## src/rtl/sol_seq_pkg.sv

```systemverilog
package sol_seq_pkg;

    localparam int VAL_W  = 8;
    localparam int PRE_CW = 3;
    localparam int PRE_W  = 10;
    localparam int DIV_CW = 4;
    localparam int DIV_W  = 2**DIV_CW - 2;

    typedef enum logic [1:0] {
        TM_OFF    = 2'd0,
        TM_COARSE = 2'd1,
        TM_FINE   = 2'd2
    } tmode_e;

    typedef struct packed {
        tmode_e           mode;
        logic [VAL_W-1:0] tcnt;
        logic [VAL_W-1:0] ccnt;
        logic             attack;
    } atk_state_t;

    typedef struct packed {
        logic [VAL_W-1:0]  duty;
        logic [VAL_W-1:0]  per;
        logic [DIV_CW-1:0] div;
    } pwm_cfg_t;

    typedef struct packed {
        logic hold_on;
        logic attack_on;
    } flags_t;

    // {valid, terminal count} for an attack prescale code
    function automatic logic [PRE_W:0] pre_limit(input logic [PRE_CW-1:0] code);
        case (code)
            3'd1:    return {1'b1, PRE_W'(0)};
            3'd2:    return {1'b1, PRE_W'(7)};
            3'd3:    return {1'b1, PRE_W'(63)};
            3'd4:    return {1'b1, PRE_W'(255)};
            3'd5:    return {1'b1, PRE_W'(1023)};
            default: return '0;
        endcase
    endfunction

    // terminal count of the PWM clock divider: 2^(code-1)-1, or 0 below code 2
    function automatic logic [DIV_W-1:0] div_limit(input logic [DIV_CW-1:0] code);
        logic [DIV_W:0] v;
        if (code < DIV_CW'(2)) return '0;
        v = ({{DIV_W{1'b0}}, 1'b1} << (code - DIV_CW'(1))) - {{DIV_W{1'b0}}, 1'b1};
        return v[DIV_W-1:0];
    endfunction

endpackage

```

## src/rtl/atk_tick.sv

```systemverilog
module atk_tick
    import sol_seq_pkg::*;
(
    input  logic              clk,
    input  logic              rst,
    input  logic              clr,
    input  logic              run,
    input  logic [PRE_CW-1:0] code,
    output logic              tick
);
    localparam logic [PRE_W-1:0] P_ONE = PRE_W'(1);

    logic [PRE_W-1:0] cnt;
    logic [PRE_W:0]   lim;

    always_comb begin
        lim  = pre_limit(code);
        tick = run && lim[PRE_W] && (cnt == lim[PRE_W-1:0]);
    end

    always_ff @(posedge clk) begin
        if (rst || clr)
            cnt <= '0;
        else if (run && lim[PRE_W])
            cnt <= tick ? '0 : cnt + P_ONE;
    end

endmodule

```

## src/rtl/atk_timer.sv

```systemverilog
module atk_timer
    import sol_seq_pkg::*;
(
    input  logic             clk,
    input  logic             rst,
    input  logic             start,
    input  logic             stop,
    input  logic             tick,
    input  logic [VAL_W-1:0] coarse,
    input  logic [VAL_W-1:0] fine,
    output logic             attack,
    output logic             running,
    output logic             done
);
    localparam logic [VAL_W-1:0] V_ONE  = VAL_W'(1);
    localparam logic [VAL_W-1:0] V_WRAP = {VAL_W{1'b1}};

    atk_state_t       st;
    logic [VAL_W-1:0] cmp;
    logic             hit;

    always_comb begin
        cmp     = (st.mode == TM_COARSE) ? V_WRAP : fine;
        hit     = tick && (st.tcnt == cmp);
        done    = hit && (st.mode == TM_FINE) && !start && !stop;
        attack  = st.attack;
        running = (st.mode != TM_OFF);
    end

    always_ff @(posedge clk) begin
        if (rst || stop) begin
            st <= '{mode: TM_OFF, tcnt: '0, ccnt: '0, attack: 1'b0};
        end else if (start) begin
            st.tcnt   <= '0;
            st.ccnt   <= '0;
            st.attack <= 1'b1;
            st.mode   <= (coarse != '0) ? TM_COARSE : TM_FINE;
        end else if (tick) begin
            if (hit) begin
                st.tcnt <= '0;
                if (st.mode == TM_COARSE) begin
                    st.ccnt <= st.ccnt + V_ONE;
                    if (({1'b0, st.ccnt} + {{VAL_W{1'b0}}, 1'b1}) >= {1'b0, coarse})
                        st.mode <= TM_FINE;
                end else begin
                    st.mode   <= TM_OFF;
                    st.attack <= 1'b0;
                end
            end else begin
                st.tcnt <= st.tcnt + V_ONE;
            end
        end
    end

    // without a tick and without a strobe the timer holds its state
    a_r6_frozen_without_tick: assert property (@(posedge clk) disable iff (rst)
        (!tick && !start && !stop) |=> ($stable(st.tcnt) && $stable(st.ccnt) && $stable(st.mode)));

endmodule

```

## src/rtl/hold_pwm.sv

```systemverilog
module hold_pwm
    import sol_seq_pkg::*;
#(
    parameter logic [VAL_W-1:0]  DEF_DUTY = 8'd127,
    parameter logic [VAL_W-1:0]  DEF_PER  = 8'd254,
    parameter logic [DIV_CW-1:0] DEF_DIV  = 4'd10
) (
    input  logic              clk,
    input  logic              rst,
    input  logic              start,
    input  logic              stop,
    input  logic              upd,
    input  logic [VAL_W-1:0]  duty_in,
    input  logic [VAL_W-1:0]  per_in,
    input  logic [DIV_CW-1:0] div_in,
    output logic              hold,
    output logic              en
);
    localparam logic [VAL_W-1:0] V_ONE = VAL_W'(1);
    localparam logic [DIV_W-1:0] D_ONE = DIV_W'(1);

    pwm_cfg_t         pend, act;
    logic [VAL_W-1:0] pcnt;
    logic [VAL_W-1:0] pnext;
    logic [DIV_W-1:0] dcnt;
    logic             ptick;

    always_comb begin
        ptick = en && (dcnt == div_limit(act.div));
        pnext = pcnt + V_ONE;
    end

    always_ff @(posedge clk) begin
        if (rst)
            pend <= '{duty: DEF_DUTY, per: DEF_PER, div: DEF_DIV};
        else if (upd)
            pend <= '{duty: duty_in, per: per_in, div: div_in};
    end

    always_ff @(posedge clk) begin
        if (rst) begin
            en   <= 1'b0;
            hold <= 1'b0;
            pcnt <= '0;
            dcnt <= '0;
            act  <= '{duty: DEF_DUTY, per: DEF_PER, div: DEF_DIV};
        end else if (stop) begin
            en   <= 1'b0;
            hold <= 1'b0;
        end else if (start) begin
            en   <= 1'b1;
            pcnt <= '0;
            dcnt <= '0;
            act  <= pend;
            hold <= (pend.duty != '0);
        end else if (ptick) begin
            dcnt <= '0;
            if (pcnt == act.per) begin
                pcnt <= '0;
                act  <= pend;
                hold <= (pend.duty != '0);
            end else begin
                pcnt <= pnext;
                if (pnext == act.duty)
                    hold <= 1'b0;
            end
        end else if (en) begin
            dcnt <= dcnt + D_ONE;
        end
    end

    // a zero duty never drives the hold output
    a_r8_zero_duty_low: assert property (@(posedge clk) disable iff (rst)
        (en && act.duty == '0) |-> !hold);

endmodule

```

## src/rtl/note_seq.sv

```systemverilog
module note_seq
    import sol_seq_pkg::*;
(
    input  logic              clk,
    input  logic              rst,
    input  logic              note_on,
    input  logic              note_off,
    input  logic              pwm_upd,
    input  logic [VAL_W-1:0]  coarse_in,
    input  logic [VAL_W-1:0]  fine_in,
    input  logic [PRE_CW-1:0] pre_code,
    input  logic [VAL_W-1:0]  duty_in,
    input  logic [VAL_W-1:0]  period_in,
    input  logic [DIV_CW-1:0] div_code,
    output logic              attack_o,
    output logic              hold_o,
    output logic [1:0]        flags_o
);
    logic   go, tick, running, done, pwm_en, pwm_stop;
    flags_t flg;

    assign go       = note_on && !note_off;
    assign pwm_stop = note_off || note_on;

    atk_tick u_tick (
        .clk  (clk),
        .rst  (rst),
        .clr  (go),
        .run  (running),
        .code (pre_code),
        .tick (tick)
    );

    atk_timer u_atk (
        .clk     (clk),
        .rst     (rst),
        .start   (go),
        .stop    (note_off),
        .tick    (tick),
        .coarse  (coarse_in),
        .fine    (fine_in),
        .attack  (attack_o),
        .running (running),
        .done    (done)
    );

    hold_pwm u_pwm (
        .clk     (clk),
        .rst     (rst),
        .start   (done),
        .stop    (pwm_stop),
        .upd     (pwm_upd),
        .duty_in (duty_in),
        .per_in  (period_in),
        .div_in  (div_code),
        .hold    (hold_o),
        .en      (pwm_en)
    );

    always_comb begin
        flg.attack_on = attack_o;
        flg.hold_on   = pwm_en;
        flags_o       = flg;
    end

    // note-on raises attack and drops hold
    a_r2_note_on_attack: assert property (@(posedge clk) disable iff (rst)
        go |=> (attack_o && !hold_o));

    // note-off clears every output
    a_r11_note_off_clears: assert property (@(posedge clk) disable iff (rst)
        note_off |=> (!attack_o && !hold_o && flags_o == 2'b00));

    // attack and hold phases never overlap
    a_r12_phases_exclusive: assert property (@(posedge clk) disable iff (rst)
        !(attack_o && pwm_en));

    // a natural end of attack hands off to the hold PWM
    a_r7_handoff: assert property (@(posedge clk) disable iff (rst)
        ($fell(attack_o) && !$past(note_off) && !$past(note_on)) |-> pwm_en);

endmodule

```

## config.mk

```make
export PLATFORM = sky130hd
export DESIGN_NAME = note_seq
export DESIGN_NICKNAME = d
export VERILOG_FILES = /design/src/rtl/sol_seq_pkg.sv /design/src/rtl/atk_tick.sv /design/src/rtl/atk_timer.sv /design/src/rtl/hold_pwm.sv /design/src/rtl/note_seq.sv
export SDC_FILE = /design/constraint.sdc
export NUM_CORES = 1
export LEC_CHECK = 0
export BUFFER_PORTS_ARGS = -buffer_cell sky130_fd_sc_hd__clkbuf_2
export CAP_MARGIN = 0
export CORE_MARGIN = 1.5
export CORE_UTILIZATION = 49
export DETAILED_ROUTE_END_ITERATION = 6
export HOLD_SLACK_MARGIN = 0.06
export PLACE_DENSITY = 0.73
export SYNTH_ARGS = -nofsm -noshare
export SYNTH_HDL_FRONTEND = slang
export SYNTH_SLANG_ARGS = --single-unit
export TNS_END_PERCENT = 30
```

## constraint.sdc

```tcl
create_clock -name clk -period 5.1 [get_ports clk]
set_input_delay 0.255 -clock clk [delete_from_list [all_inputs] [get_ports clk]]
set_output_delay 0.255 -clock clk [all_outputs]
set_load 0.005 [all_outputs]
```

==> reports/results.tsv <==
metric	value	unit
status	completed	
Root Driver	clkbuf_8	
Ports	48	
Seq/Total Area, Yosys	0.342	
Leak	2.14	nW
Crit path arrival time	4310	ps
share of layout cells above drive strength 1	0.120	
EDFF count, synth	0	
total power	1.40	mW
row count	38	
Sink Count	93	
initial antenna violation count	0	
setup violators final	0	
DR DRC count	0	
Net Count, Synth	709	
CTS H-tree lvls	3	
P&R area growth vs syn	8.74	%
Seq. cell area	0.00186	mm^2
largest net degree at the start of global routing	87	
syn avg cell area	8.35	um^2
DRT Wirelength	11.6	mm
predominant post-synthesis flop cell	dfxtp_1	
Multi-input gate area	0.00332	mm^2
Worst-Skew Late Latency	380	ps
Post-Syn Instances	651	
RSZ-0062 raised after global routing	false	
Syn. warnings	0	
hold path cells	2	
Setup crit start kind	register	
post-DP HPWL	8.50	mm
crit path kind	reg -> reg	
Setup TNS	0	ps
Final Util	0.545	
die height	108	um
Layout Nets	735	
Final Critical Period	4010	ps
core area	0.0108	mm^2
Netlist cell types	71	
WP data required	5410	ps
final worst-path cycle share	0.786	
Synth top area share	0.342	
first-pass GRT wire length	19.4	mm
grt ovf	0	
Num CTS Buffers	9	
Fin. Hold Viols	0	
reg2reg path depth	10	
port bufs	47	
Post-CTS Resized	0	
gr usage total	0.208	
Max Clock Freq	249	MHz
Non-Filler Instances	821	
critical path peak fanout	20	
DIE AREA	0.0117	mm^2
Clock Path Buffers	2	
Starting DRT DRC Count	218	
Rel. slew slack	0.362	
CP Capture Type	register	
CTS tree	built	
MaxCap Viol Count	0	
WL per Instance	14.2	um
Initial Util	0.502	
Max Clock Skew	7.77	ps
antenna-violating nets left	0	
peak supply drop	212	uV
drt pass-1 iters	4	
antenna cells	0	
post-DR vias/cell	5.64	
Least-Margin Pin Slew	957	ps
#FFs+latches synth	93	
fillers	1021	
fraction of registers with async set/reset	0	
netlist area before placement	0.00544	mm^2
dpl cells	804	
Slew Limit Fails	0	
RePlAce Congestion	0.880	
Clock transition at path regs	90	ps
largest area contributor in the netlist	dfxtp_1	
HP Class	in -> reg	
chip width	108	um
number of global-route vias before repair	4308	
synth top area cells	dfxtp_1 34%, nor2_1 7.0%, xor2_1 5.5%	
P per Cell Area	236	mW/mm^2
vias	4631	
## power by group
part           internal (mW)  switching (mW)  total, mW
Sequential             0.738         0.00756      0.745
Clock                  0.290           0.271      0.560
Combinational         0.0426          0.0504     0.0931
## cell usage in the layout (no fill, tap or decap), drive strengths merged, types with 16 or more instances in the layout
cell,netlist,routed
a211o,17,17
a21oi,29,29
clkbuf,20,57
dfxtp,93,93
inv,19,21
mux2i,28,28
nand2,45,45
nand2b,16,16
nor2,102,102
nor2b,26,26
nor3,19,19
o21ai,18,18
xnor2,31,31
xor2,34,34
## Yosys cell counts, types with 5 or more instances
library cell	n
nand3_1	12
mux2i_1	28
nor4_1	13
a211o_1	17
ha_1	14
nor2_1	101
nor4bb_1	5
clkbuf_1	20
xnor2_1	31
buf_2	5
o22ai_1	6
a21oi_1	25
xor2_1	34
nor3_1	17
o21ai_0	17
nand2b_1	16
and3_1	5
nand4_1	9
dfxtp_1	93
nand2_1	45
nor2b_1	26
or3_1	11
inv_1	18
## stage by stage
step	area [um^2]	setup slack [ps]	hold slack, ps
floorplan	5440	1900	373
global placement	5670	1320	458
detailed placement	5670	1160	463
CTS	5900	1120	60.6
global route	5910	820	66.3
finish	5910	1090	72.9
## cells by family after synthesis
group / after synthesis / synth area share
flops: 93 / 0.342
xor+xnor: 65 / 0.105
simple gates: 285 / 0.269
mux: 29 / 0.0536
compound gates: 111 / 0.152
buf+inv: 54 / 0.0467
fa+ha+maj: 14 / 0.0322
## final timing paths
path                 startpoint        endpoint  slack [ps]
hold / removal       duty_in[6]  u_pwm.pend[18]          70
hold reg to reg   u_pwm.pend[2]    u_pwm.act[2]         490
setup reg to reg   u_pwm.act[1]   u_pwm.act[18]        1090
setup / recovery   u_pwm.act[1]   u_pwm.act[18]        1090
## what timing repair did
item / CTS / global route
endpoints found under the hold margin: 1 / 1
hold buffers: 1 / 1
buffers inserted: 0 / 0
## sequential cells by signal (all words and copies together), names as in the netlist
register	flops
u_atk.st	18
u_pwm.hold	1
u_atk.attack	1
u_pwm.pcnt	8
u_pwm.act	20
u_pwm.dcnt	14
u_tick.cnt	10
u_pwm.pend	20
u_pwm.en	1
## per-layer routing
| metal | track usage | wire length, um |
|---|---|---|
| met5 | 0 | 0 |
| met4 | 0.0968 | 274 |
| met3 | 0.0374 | 444 |
| met2 | 0.346 | 5530 |
| met1 | 0.261 | 5370 |
## worst max-delay path, stage by stage (launching register included)
cell and delay, ps:
dfxtp_1 710, or4b_4 570, ha_1 300, a21boi_0 210
mux2i_1 100, or4_4 490, a21oi_2 140, nand4_2 110
o31a_4 420, nor2_4 590, mux2i_1 290
## cell type report
class,instances,area share
tap,140,0.0296
multi-input combinational,504,0.562
inverter,19,0.0121
clock buffer,10,0.0233
clock inverter,5,0.0140
sequential,93,0.315
timing repair buffer,50,0.0444
(Power assumes the default switching activity.)
